[config.mk]
export PLATFORM = sky130hd
export DESIGN_NAME = spi_seq_read
export DESIGN_NICKNAME = d
export VERILOG_FILES = /design/src/rtl/spi_rd_pkg.sv /design/src/rtl/spi_rd_ctrl.sv /design/src/rtl/spi_rd_dp.sv /design/src/rtl/spi_seq_read.sv
export SDC_FILE = /design/constraint.sdc
export NUM_CORES = 1
export LEC_CHECK = 0
export BUFFER_PORTS_ARGS = -buffer_cell sky130_fd_sc_hd__buf_2
export CORE_MARGIN = 1
export CORE_UTILIZATION = 42
export CTS_BUF_LIST = sky130_fd_sc_hd__clkbuf_8
export CTS_CLUSTER_DIAMETER = 150
export DETAILED_ROUTE_END_ITERATION = 8
export GPL_ROUTABILITY_DRIVEN = 0
export MAX_ROUTING_LAYER = met4
export PLACE_DENSITY = 0.59
export SYNTH_ARGS = -nofsm -noshare
export SYNTH_HDL_FRONTEND = slang
export SYNTH_SLANG_ARGS = --single-unit
[constraint.sdc]
create_clock -name clk -period 2.65 [get_ports clk]
set_input_delay 0.1325 -clock clk [delete_from_list [all_inputs] [get_ports clk]]
set_output_delay 0.1325 -clock clk [all_outputs]
set_load 0.03 [all_outputs]
[src/rtl/spi_rd_pkg.sv]
package spi_rd_pkg;

  // Strobes from the control to the datapath, one cycle wide each.
  typedef struct packed {
    logic shiftIn;    // take one command/address bit
    logic loadStart;  // last address bit: latch start address, request byte
    logic loadByte;   // first falling edge of a byte: load shifter, prefetch next
    logic shiftOut;   // other falling edges of a byte: advance shifter
  } rdStrobes_t;

  typedef enum logic [1:0] {
    ST_OPCODE = 2'd0,
    ST_ADDR   = 2'd1,
    ST_STREAM = 2'd2,
    ST_REJECT = 2'd3
  } rdState_t;

endpackage

[src/rtl/spi_rd_ctrl.sv]
module spi_rd_ctrl
  import spi_rd_pkg::*;
#(
  parameter logic [7:0] READ_OP = 8'h03
) (
  input  logic       clk,
  input  logic       rstN,
  input  logic       spiCsN,
  input  logic       spiSclk,
  input  logic       spiMosi,
  input  logic       busy,
  input  logic [7:0] opcodeNow,
  output rdStrobes_t strobes,
  output logic       bitIn,
  output logic       misoOe
);

  localparam logic [4:0] OP_LAST   = 5'd7;
  localparam logic [4:0] ADDR_LAST = 5'd23;

  logic     csnQ, sclkQ, sclkD, mosiQ, busyQ;
  logic     rise, fall;
  rdState_t state;
  logic [4:0] bitCnt;
  logic [2:0] outCnt;
  logic     streaming;

  // Input sampling and serial-clock edge detection
  always_ff @(posedge clk) begin
    if (!rstN) begin
      csnQ  <= 1'b1;
      sclkQ <= 1'b0;
      sclkD <= 1'b0;
      mosiQ <= 1'b0;
      busyQ <= 1'b0;
    end else begin
      csnQ  <= spiCsN;
      sclkQ <= spiSclk;
      sclkD <= sclkQ;
      mosiQ <= spiMosi;
      busyQ <= busy;
    end
  end

  assign rise  = sclkQ & ~sclkD & ~csnQ;
  assign fall  = ~sclkQ & sclkD & ~csnQ;
  assign bitIn = mosiQ;

  always_comb begin
    strobes.shiftIn   = rise && (state == ST_OPCODE || state == ST_ADDR);
    strobes.loadStart = rise && (state == ST_ADDR) && (bitCnt == ADDR_LAST);
    strobes.loadByte  = fall && (state == ST_STREAM) && (outCnt == 3'd0);
    strobes.shiftOut  = fall && (state == ST_STREAM) && (outCnt != 3'd0);
  end

  always_ff @(posedge clk) begin
    if (!rstN || csnQ) begin
      state     <= ST_OPCODE;
      bitCnt    <= '0;
      outCnt    <= '0;
      streaming <= 1'b0;
    end else begin
      if (rise) begin
        unique case (state)
          ST_OPCODE: begin
            if (bitCnt == OP_LAST) begin
              bitCnt <= '0;
              state  <= (opcodeNow == READ_OP && !busyQ) ? ST_ADDR : ST_REJECT;
            end else begin
              bitCnt <= bitCnt + 5'd1;
            end
          end
          ST_ADDR: begin
            if (bitCnt == ADDR_LAST) begin
              bitCnt <= '0;
              state  <= ST_STREAM;
            end else begin
              bitCnt <= bitCnt + 5'd1;
            end
          end
          default: ;
        endcase
      end
      if (strobes.loadByte || strobes.shiftOut) outCnt <= outCnt + 3'd1;
      if (strobes.loadByte) streaming <= 1'b1;
    end
  end

  assign misoOe = streaming & ~csnQ;


  cs_high_oe_off_chk: assert property (@(posedge clk) disable iff (!rstN)
    csnQ |=> !misoOe);


  busy_reject_chk: assert property (@(posedge clk) disable iff (!rstN)
    (rise && state == ST_OPCODE && bitCnt == OP_LAST && busyQ) |=> state == ST_REJECT);


  bad_opcode_chk: assert property (@(posedge clk) disable iff (!rstN)
    (rise && state == ST_OPCODE && bitCnt == OP_LAST && opcodeNow != READ_OP)
      |=> state == ST_REJECT);


  one_strobe_chk: assert property (@(posedge clk) disable iff (!rstN)
    $onehot0({strobes.loadStart, strobes.loadByte, strobes.shiftOut}));

endmodule

[src/rtl/spi_rd_dp.sv]
module spi_rd_dp
  import spi_rd_pkg::*;
#(
  parameter int MEM_DEPTH = 4096,
  parameter int ADDR_W    = $clog2(MEM_DEPTH)
) (
  input  logic              clk,
  input  logic              rstN,
  input  rdStrobes_t        strobes,
  input  logic              bitIn,
  input  logic [7:0]        memData,
  output logic [7:0]        opcodeNow,
  output logic              spiMiso,
  output logic              memRdEn,
  output logic [ADDR_W-1:0] memAddr
);

  // The input shifter keeps only the bits the opcode and array index need.
  localparam int SH_W = (ADDR_W > 8) ? ADDR_W - 1 : 7;
  localparam logic [ADDR_W-1:0] LAST_ADDR = ADDR_W'(MEM_DEPTH - 1);

  logic [SH_W-1:0]   inShift;
  logic [ADDR_W-1:0] startAddr, fetchAddr, nextAddr;
  logic              rdReq, rdPend;
  logic [7:0]        nextByte, outShift;

  assign opcodeNow = {inShift[6:0], bitIn};
  assign startAddr = {inShift[ADDR_W-2:0], bitIn};
  assign nextAddr  = (fetchAddr == LAST_ADDR) ? '0 : fetchAddr + 1'b1;

  always_ff @(posedge clk) begin
    if (!rstN) begin
      inShift   <= '0;
      fetchAddr <= '0;
      rdReq     <= 1'b0;
      rdPend    <= 1'b0;
      nextByte  <= '0;
      outShift  <= '0;
    end else begin
      if (strobes.shiftIn) inShift <= {inShift[SH_W-2:0], bitIn};
      if (strobes.loadStart)     fetchAddr <= startAddr;
      else if (strobes.loadByte) fetchAddr <= nextAddr;
      rdReq  <= strobes.loadStart | strobes.loadByte;
      rdPend <= rdReq;
      if (rdPend) nextByte <= memData;
      if (strobes.loadByte)      outShift <= nextByte;
      else if (strobes.shiftOut) outShift <= {outShift[6:0], 1'b0};
    end
  end

  assign memRdEn = rdReq;
  assign memAddr = fetchAddr;
  assign spiMiso = outShift[7];


  single_read_chk: assert property (@(posedge clk) disable iff (!rstN)
    memRdEn |=> !memRdEn);


  addr_wrap_chk: assert property (@(posedge clk) disable iff (!rstN)
    (strobes.loadByte && fetchAddr == LAST_ADDR) |=> fetchAddr == '0);


  addr_step_chk: assert property (@(posedge clk) disable iff (!rstN)
    (strobes.loadByte && fetchAddr != LAST_ADDR) |=> fetchAddr == $past(fetchAddr) + 1'b1);


  msb_first_chk: assert property (@(posedge clk) disable iff (!rstN)
    strobes.loadByte |=> spiMiso == $past(nextByte[7]));

endmodule

[src/rtl/spi_seq_read.sv]
module spi_seq_read
  import spi_rd_pkg::*;
#(
  parameter int         MEM_DEPTH = 4096,
  parameter logic [7:0] READ_OP   = 8'h03,
  parameter int         ADDR_W    = $clog2(MEM_DEPTH)
) (
  input  logic              clk,
  input  logic              rstN,
  input  logic              spiCsN,
  input  logic              spiSclk,
  input  logic              spiMosi,
  output logic              spiMiso,
  output logic              spiMisoOe,
  input  logic              busy,
  output logic              memRdEn,
  output logic [ADDR_W-1:0] memAddr,
  input  logic [7:0]        memData
);

  rdStrobes_t strobes;
  logic       bitIn;
  logic [7:0] opcodeNow;

  spi_rd_ctrl #(.READ_OP(READ_OP)) ctrl_i (
    .clk      (clk),
    .rstN     (rstN),
    .spiCsN   (spiCsN),
    .spiSclk  (spiSclk),
    .spiMosi  (spiMosi),
    .busy     (busy),
    .opcodeNow(opcodeNow),
    .strobes  (strobes),
    .bitIn    (bitIn),
    .misoOe   (spiMisoOe)
  );

  spi_rd_dp #(.MEM_DEPTH(MEM_DEPTH), .ADDR_W(ADDR_W)) dp_i (
    .clk      (clk),
    .rstN     (rstN),
    .strobes  (strobes),
    .bitIn    (bitIn),
    .memData  (memData),
    .opcodeNow(opcodeNow),
    .spiMiso  (spiMiso),
    .memRdEn  (memRdEn),
    .memAddr  (memAddr)
  );

endmodule

==> out/results.md, run 1 <==
| Metric | Reported | Unit |
|---|---|---|
| Number of buffers added on ports | 28 | - |
| Switching part of the total power | 0.198 | - |
| Netlist cell types | 41 | - |
| Unrepaired setup endpoints after global routing | no | - |
| Cell Pwr Density | 626 | nW/µm² |
| Min-Delay Endpoint | ctrl_i.sclkQ | - |
| Final Critical Period | 1.95 | ns |
| Largest fanout of any net on the critical path | 13 | - |
| Slowest Stage Delay on Critical Path | 0.48 | ns |
| Top flip-flop cell by instance count after synthesis | sky130_fd_sc_hd__dfxtp_1 | - |
| Worst path depth | 7 | - |
| Number of buffers added by the clock tree synthesis step | 9 | - |
| Slowest cell on crit path | sky130_fd_sc_hd__or3_1 | - |
| Die width | 78.6 | µm |
| Number of sinks on the clock net | 57 | - |
| Maximum number of pins on one net before global-route repair | 23 | - |
| Clock tree from TritonCTS | yes | - |
| Post-route DRC violation count | 0 | - |
| Static Leakage | 1.05 | nW |
| Proportion of layout cells with a drive suffix above 1 | 0.160 | - |
| Buffers from clock root to sink, at most | 2 | - |
| Growth of design area from synthesis to finish | 17.5 | % |
| Count of boundary I/O pins | 29 | - |
| Depth of the CTS H-tree | 3 | - |
| Number of buffers and inverters on the critical path | 1 | - |
| Depth of the most critical reg-to-reg path | 7 | - |
| Worst hold path depth | 2 | - |
| Die Span Y | 78.6 | µm |
| Via count of the first global-routing pass | 1845 | - |
| Power share of the sequential group | 0.477 | - |
| All-Layer GR Usage | 0.181 | - |
| Fraction of the yosys area taken by sequential cells | 0.463 | - |
| First-pass GRT wire length | 8360 | µm |
| Area of the multi-input gates | 1240 | µm² |
| Least-Margin Pin Slew | 0.741 | ns |
| Yosys Warn Count | 0 | - |
| Count of filler cells inserted in the layout | 539 | - |
| Switching power total | 360 | µW |
| Total of flip-flops plus latches after synthesis | 57 | - |
| Net count after synthesis | 298 | - |
| Total of endpoints with negative setup slack in the final report | 0 | - |
| Number of enable flip-flop cells after synthesis | 0 | - |
| Worst Path Required | 2.85 | ns |
| Final Skew | 0.00747 | ns |
| Result of the run | finished, final reports clean | - |
| Netlist Area Pre-Place | 2470 | µm² |
| Max Clk Rate | 0.513 | GHz |
| Critical R2R Capture | dp_i.memAddr[6] | - |
| Clock insertion delay at the later pin of the skew report | 0.33 | ns |
| GRT overflow | 0 | - |
| Post-synthesis area per instance | 8.81 | µm² |
| Vias | 1966 | - |
| Startpoint of the tightest hold check path | spiSclk | - |
| Avg Vias per Cell | 5.11 | - |
| Cell at the root of the clock tree | sky130_fd_sc_hd__clkbuf_8 | - |
| Max-cap violations | 0 | - |
| Number of antenna cells inserted | 0 | - |
| Worst path cell trace | inv_1, ha_1, nor4b_2, nand2_1, or3_1, xor2_1, a21oi_1 | - |
| Data arrival at the endpoint of the critical path | 2.15 | ns |
| Total negative slack for setup checks | 0 | ns |
| Internal cell power | 1.45 | mW |
| Mean routed wirelength per cell | 12.5 | µm |
| Worst Slack Setup Final | 0.702 | ns |
| Critical setup path kind | reg2reg | - |
| Detailed router's first-iteration violation count | 90 | - |
| Combinational group share of total power | 0.021 | - |
| DIE AREA | 6180 | µm² |
| Sort of element at the start of the critical path | flop | - |
| Initial DRT Pass Iterations | 4 | - |
| Clock power share | 0.502 | - |
| Sum of routed wire length over all layers | 4810 | µm |
| Antenna violations before repair | 0 | - |
| Top delay family on crit path | simple AND/OR/NAND/NOR gates | - |
| Synthesized instance count | 280 | - |
| Starting density of the core | 0.442 | - |
| Max_slew headroom | 0.506 | - |
| Clk slew on worst S/H paths | 0.07 | ns |
| Post-placement worst setup slack | 0.691 | ns |
| Worst voltage drop across the vdd grid | 314 | µV |
| Post-detailed-route count of antenna-violating nets | 0 | - |
| Post-cts resize count | 0 | - |
| Worst hold path type | in2reg | - |
| Number of nets in the finished design | 326 | - |
| FF-to-FF setup slack | 0.70 | ns |
| Worst reg2reg startpoint | ctrl_i.outCnt[0] | - |
| Endpoint kind of the worst setup timing path | flop | - |
| # rows | 27 | - |
| Final number of hold-violating endpoints | 0 | - |
| Pins over their slew limit | 0 | - |
| Core Footprint | 5570 | µm² |
| Final period utilization | 0.735 | - |
| Share of flip-flops with an asynchronous set or reset after synthesis | 0 | - |
| FF+latch area | 1140 | µm² |
| Placed wire-length estimate | 3290 | µm |
[cell usage in the layout (no fill, tap or decap), types with 2 or more instances in the layout]
cell type / instances
sky130_fd_sc_hd__buf_2: 28
sky130_fd_sc_hd__and2_1: 6
sky130_fd_sc_hd__nand2b_1: 6
sky130_fd_sc_hd__nor4b_1: 2
sky130_fd_sc_hd__clkbuf_8: 11
sky130_fd_sc_hd__nand2_1: 41
sky130_fd_sc_hd__nor2_1: 35
sky130_fd_sc_hd__o32ai_1: 2
sky130_fd_sc_hd__nand4_1: 3
sky130_fd_sc_hd__a31oi_1: 6
sky130_fd_sc_hd__or3_1: 2
sky130_fd_sc_hd__a22oi_1: 2
sky130_fd_sc_hd__dfxtp_1: 57
sky130_fd_sc_hd__dlygate4sd3_1: 3
sky130_fd_sc_hd__ha_1: 4
sky130_fd_sc_hd__and3b_1: 2
sky130_fd_sc_hd__xor2_1: 10
sky130_fd_sc_hd__inv_1: 5
sky130_fd_sc_hd__o21ai_0: 4
sky130_fd_sc_hd__a21oi_1: 23
sky130_fd_sc_hd__nor3_1: 2
sky130_fd_sc_hd__clkinv_2: 2
sky130_fd_sc_hd__mux2i_1: 17
sky130_fd_sc_hd__xnor2_1: 4
sky130_fd_sc_hd__bufinv_16: 2
sky130_fd_sc_hd__nand3_1: 10
sky130_fd_sc_hd__a211oi_1: 6
sky130_fd_sc_hd__and3_1: 2
[state kept, by name (all words and copies together), names as in the netlist]
name              flops
ctrl_i.busyQ          1
dp_i.nextByte         8
ctrl_i.bitIn          1
dp_i.inShift         11
ctrl_i.sclkD          1
ctrl_i.outCnt         3
dp_i.rdPend           1
dp_i.memRdEn          1
ctrl_i.sclkQ          1
ctrl_i.state          2
dp_i.outShift         8
ctrl_i.csnQ           1
ctrl_i.bitCnt         5
ctrl_i.streaming      1
dp_i.memAddr         12
[per-stage QoR]
stage                     cells  hold WS, ns  instance area [µm²]   util  power (mW)
after global placement      366        0.316                 2640  0.473       0.919
after CTS                   385      0.00418                 2900  0.520        1.84
final                       385       0.0150                 2900  0.520        1.81
after detailed placement    366        0.318                 2640  0.473       0.919
after global routing        385       0.0235                 2900  0.520        1.88
after floorplan             280        0.234                 2470      -       0.904
[power groups by stage]
stage | Clock, mW | Sequential [mW] | Combinational (mW)
finish | 0.910 | 0.866 | 0.0374
CTS | 0.932 | 0.865 | 0.0381
detailed placement | 0 | 0.885 | 0.0346
global route | 0.972 | 0.865 | 0.0418
global placement | 0 | 0.885 | 0.0344
floorplan | 0 | 0.884 | 0.0203
[timing repair]
item	CTS	global route
hold buffers	3	0
hold endpoints to repair	3	0
setup buffers	0	0
[worst max-delay path by stage]
| stage | startpoint | end | slack, ns |
|---|---|---|---|
| after floorplan | dp_i.memAddr[0] | dp_i.memAddr[11] | 0.96 |
| after global placement | ctrl_i.outCnt[0] | dp_i.memAddr[6] | 0.75 |
| after detailed placement | ctrl_i.outCnt[0] | dp_i.memAddr[6] | 0.69 |
| after CTS | ctrl_i.outCnt[0] | dp_i.memAddr[6] | 0.69 |
| after global routing | ctrl_i.outCnt[0] | dp_i.memAddr[7] | 0.50 |
| final | ctrl_i.outCnt[0] | dp_i.memAddr[6] | 0.70 |
[logic make-up (layout without fill, tap and decap cells)]
kind of cell / Yosys count / after routing / share of synthesized area
simple gates: 119 / 119 / 0.237
flops: 57 / 57 / 0.463
compound gates: 49 / 49 / 0.127
buf+inv: 20 / 53 / 0.0345
mux: 17 / 17 / 0.0690
xor+xnor: 14 / 14 / 0.0497
fa+ha+maj: 4 / 4 / 0.0203
[metal layers]
layer / part of all wire / global-route usage
met1: 0.52 / 0.234
met2: 0.41 / 0.256
met3: 0.044 / 0.0430
met4: 0.026 / 0.104
met5: 0 / -
[cell usage after synthesis (3+ instances only)]
| master | count | share of area |
|---|---|---|
| sky130_fd_sc_hd__dfxtp_1 | 57 | 0.46 |
| sky130_fd_sc_hd__nand2_1 | 41 | 0.062 |
| sky130_fd_sc_hd__nor2_1 | 35 | 0.053 |
| sky130_fd_sc_hd__a21oi_1 | 23 | 0.047 |
| sky130_fd_sc_hd__mux2i_1 | 17 | 0.069 |
| sky130_fd_sc_hd__nand3_1 | 10 | 0.020 |
| sky130_fd_sc_hd__xor2_1 | 10 | 0.036 |
| sky130_fd_sc_hd__clkbuf_1 | 9 | 0.014 |
| sky130_fd_sc_hd__a211oi_1 | 6 | 0.018 |
| sky130_fd_sc_hd__a31oi_1 | 6 | 0.015 |
| sky130_fd_sc_hd__and2_1 | 6 | 0.015 |
| sky130_fd_sc_hd__nand2b_1 | 6 | 0.015 |
| sky130_fd_sc_hd__inv_1 | 5 | 0.0076 |
| sky130_fd_sc_hd__ha_1 | 4 | 0.020 |
| sky130_fd_sc_hd__o21ai_0 | 4 | 0.0081 |
| sky130_fd_sc_hd__xnor2_1 | 4 | 0.014 |
| sky130_fd_sc_hd__buf_1 | 3 | 0.0046 |
| sky130_fd_sc_hd__nand4_1 | 3 | 0.0076 |
[final cells by class]
type / count / area share
Multi-Input combinational cell: 203 / 0.428
Inverter: 5 / 0.00648
Timing Repair Buffer: 32 / 0.0613
Clock buffer: 11 / 0.0523
Tap cell: 72 / 0.0311
Clock inverter: 5 / 0.0268
Sequential cell: 57 / 0.394
[worst register-to-register path, delay by kind of cell, from the launching register on]
| family | cells | cell delay, ns |
|---|---|---|
| xor gates and xnor gates | 1 | 0.14 |
| AOI/OAI and AO/OA | 1 | 0.08 |
| buffers and inverters | 1 | 0.06 |
| adders and majority gates | 1 | 0.18 |
| and+or+nand+nor | 3 | 1.05 |
| DFF | 1 | 0.33 |
(Power assumes the default switching activity.)
==> run 2, diff against run 1 <==
clock period = 1.8 ns   (was 2.65 ns; I/O delays follow)
==> out/results.md, run 2 (synthesis gave the netlist of run 1 again) <==
| Metric | Reported | Unit | Change |
|---|---|---|---|
| Core Footprint | 5570 | µm² | unchanged |
| Die Span Y | 78.6 | µm | unchanged |
| Number of buffers added by the clock tree synthesis step | 9 | - | unchanged |
| First-pass GRT wire length | 8690 | µm | was 8360 µm |
| Number of nets in the finished design | 346 | - | was 326 |
| Max_slew headroom | 0.690 | - | was 0.506 |
| Number of buffers added on ports | 28 | - | unchanged |
| Max-cap violations | 0 | - | unchanged |
| Final number of hold-violating endpoints | 0 | - | unchanged |
| Avg Vias per Cell | 5.03 | - | was 5.11 |
| Clock power share | 0.411 | - | was 0.502 |
| Worst voltage drop across the vdd grid | 402 | µV | was 314 µV |
| Via count of the first global-routing pass | 1823 | - | was 1845 |
| DIE AREA | 6180 | µm² | unchanged |
| Die width | 78.6 | µm | unchanged |
| Growth of design area from synthesis to finish | 22.7 | % | was 17.5% |
| Post-route DRC violation count | 0 | - | unchanged |
| Total of endpoints with negative setup slack in the final report | 0 | - | unchanged |
| Antenna violations before repair | 0 | - | unchanged |
| GRT overflow | 0 | - | unchanged |
| Initial DRT Pass Iterations | 4 | - | unchanged |
| Power share of the sequential group | 0.556 | - | was 0.477 |
| Critical setup path kind | reg2reg | - | unchanged |
| Max Clk Rate | 0.588 | GHz | was 0.513 GHz |
| Overall Power | 2.29 | mW | was 1.81 mW |
| Final Critical Period | 1.70 | ns | was 1.95 ns |
| Flip-flop count of the largest register, all copies and words added | 12 | - | unchanged |
| Worst hold path type | in2reg | - | unchanged |
| Switching power total | 515 | µW | was 360 µW |
| Clock tree from TritonCTS | yes | - | unchanged |
| Switching part of the total power | 0.224 | - | was 0.198 |
| Total negative slack for setup checks | 0 | ns | unchanged |
| Result of the run | finished, final reports clean | - | unchanged |
| Final instance area | 3030 | µm² | was 2900 µm² |
| Data arrival at the endpoint of the critical path | 1.96 | ns | was 2.15 ns |
| Sum of routed wire length over all layers | 5140 | µm | was 4810 µm |
| Depth of the CTS H-tree | 3 | - | unchanged |
| Post-CTS repair timing setup buffer count | 0 | - | unchanged |
| Maximum number of pins on one net before global-route repair | 17 | - | was 23 |
| Cell Pwr Density | 758 | nW/µm² | was 626 nW/µm² |
| Sort of element at the start of the critical path | flop | - | unchanged |
| Cell at the root of the clock tree | sky130_fd_sc_hd__clkbuf_8 | - | unchanged |
| Post-detailed-route count of antenna-violating nets | 0 | - | unchanged |
| Final period utilization | 0.945 | - | was 0.735 |
| Worst Slack Setup Final | 0.0989 | ns | was 0.702 ns |
| Static Leakage | 1.14 | nW | was 1.05 nW |
| Clk slew on worst S/H paths | 0.06 | ns | was 0.07 ns |
| Clock insertion delay at the later pin of the skew report | 0.33 | ns | about the same |
| Most common cell after layout, fill and taps aside | sky130_fd_sc_hd__dfxtp_1 | - | unchanged |
| Combinational group share of total power | 0.032 | - | was 0.021 |
| Proportion of layout cells with a drive suffix above 1 | 0.186 | - | was 0.160 |
| Least-Margin Pin Slew | 0.465 | ns | was 0.741 ns |
| Worst Path Required | 2.06 | ns | was 2.85 ns |
| # rows | 27 | - | unchanged |
| Buffers from clock root to sink, at most | 2 | - | unchanged |
| Detailed router's first-iteration violation count | 103 | - | was 90 |
| Placement-stage cell area | 2730 | µm² | was 2640 µm² |
| All-Layer GR Usage | 0.188 | - | was 0.181 |
| Pins over their slew limit | 0 | - | unchanged |
| FF-to-FF setup slack | 0.1 | ns | was 0.70 ns |
| Mean routed wirelength per cell | 12.7 | µm | was 12.5 µm |
| Endpoint kind of the worst setup timing path | flop | - | unchanged |
| Commonest non-fill, non-tap cells in the layout | sky130_fd_sc_hd__dfxtp_1, sky130_fd_sc_hd__nand2_1, sky130_fd_sc_hd__nor2_1 | - | unchanged |
| Worst Hold Margin | 0.0119 | ns | was 0.0150 ns |
| Count of boundary I/O pins | 29 | - | unchanged |
| Final Skew | 0.00921 | ns | was 0.00747 ns |
| Vias | 2039 | - | was 1966 |
| Number of antenna cells inserted | 0 | - | unchanged |
| Internal cell power | 1.78 | mW | was 1.45 mW |
| Post-placement worst setup slack | 0.00672 | ns | was 0.691 ns |
| Number of sinks on the clock net | 57 | - | unchanged |
| Placed wire-length estimate | 3610 | µm | was 3290 µm |
| Largest fanout of any net on the critical path | 5 | - | was 13 |
| Starting density of the core | 0.442 | - | unchanged |
run 2: power groups by stage:
stage	registers [mW]	logic (mW)	clock network (mW)
final	1.28	0.0742	0.944
after global routing	1.28	0.0812	1.05
after CTS	1.27	0.0730	0.981
after detailed placement	1.30	0.0547	0
after global placement	1.30	0.0543	0
after floorplan	1.30	0.0298	0
run 2: path summary, 6_finish.rpt:
kind	from	endpoint	depth (start not counted)
setup / recovery	ctrl_i.outCnt[0]	dp_i.memAddr[6]	7
hold / removal	memData[1]	dp_i.nextByte[1]	3
setup reg to reg	ctrl_i.outCnt[0]	dp_i.memAddr[6]	7
hold reg to reg	dp_i.inShift[10]	dp_i.inShift[10]	2
run 2: worst max-delay path, stage by stage (launching register included):
cell and delay, ns:
sky130_fd_sc_hd__dfxtp_1 0.33, sky130_fd_sc_hd__inv_1 0.06, sky130_fd_sc_hd__ha_1 0.18, sky130_fd_sc_hd__nor4b_4 0.22, sky130_fd_sc_hd__nand2_2 0.15, sky130_fd_sc_hd__or3_1 0.41
sky130_fd_sc_hd__xor2_1 0.15, sky130_fd_sc_hd__a21oi_1 0.13
run 2: per-stage QoR:
stage / util / instances
2_1_floorplan: - / 280
3_3_place_gp: 0.489 / 378
3_5_place_dp: 0.489 / 378
4_1_cts: 0.537 / 405
5_1_grt: 0.543 / 405
6_report: 0.543 / 405
run 2: cell type report:
type                    count  area, µm²
repair buffers             52        348
well taps                  72       90.1
multi-input cells         203       1270
clock inverters             7       31.3
inverters                   5       18.8
fillers                   551       2550
clock buffers               9        124
flip-flops and latches     57       1140
run 2: repair_timing:
item / in CTS / in global routing
hold buffers: 11 / 0
endpoints found under the hold margin: 11 / 0
resized for setup: 0 / 6
setup endpoints to repair: 0 / 10
run 2: metal layers:
metal  vias up  part of all wire  global-route usage
met4         0             0.015              0.0778
li1       1062                 -                   -
met5         -                 0                   -
met1       940              0.52               0.257
met3         6             0.038              0.0570
met2        31              0.43               0.254
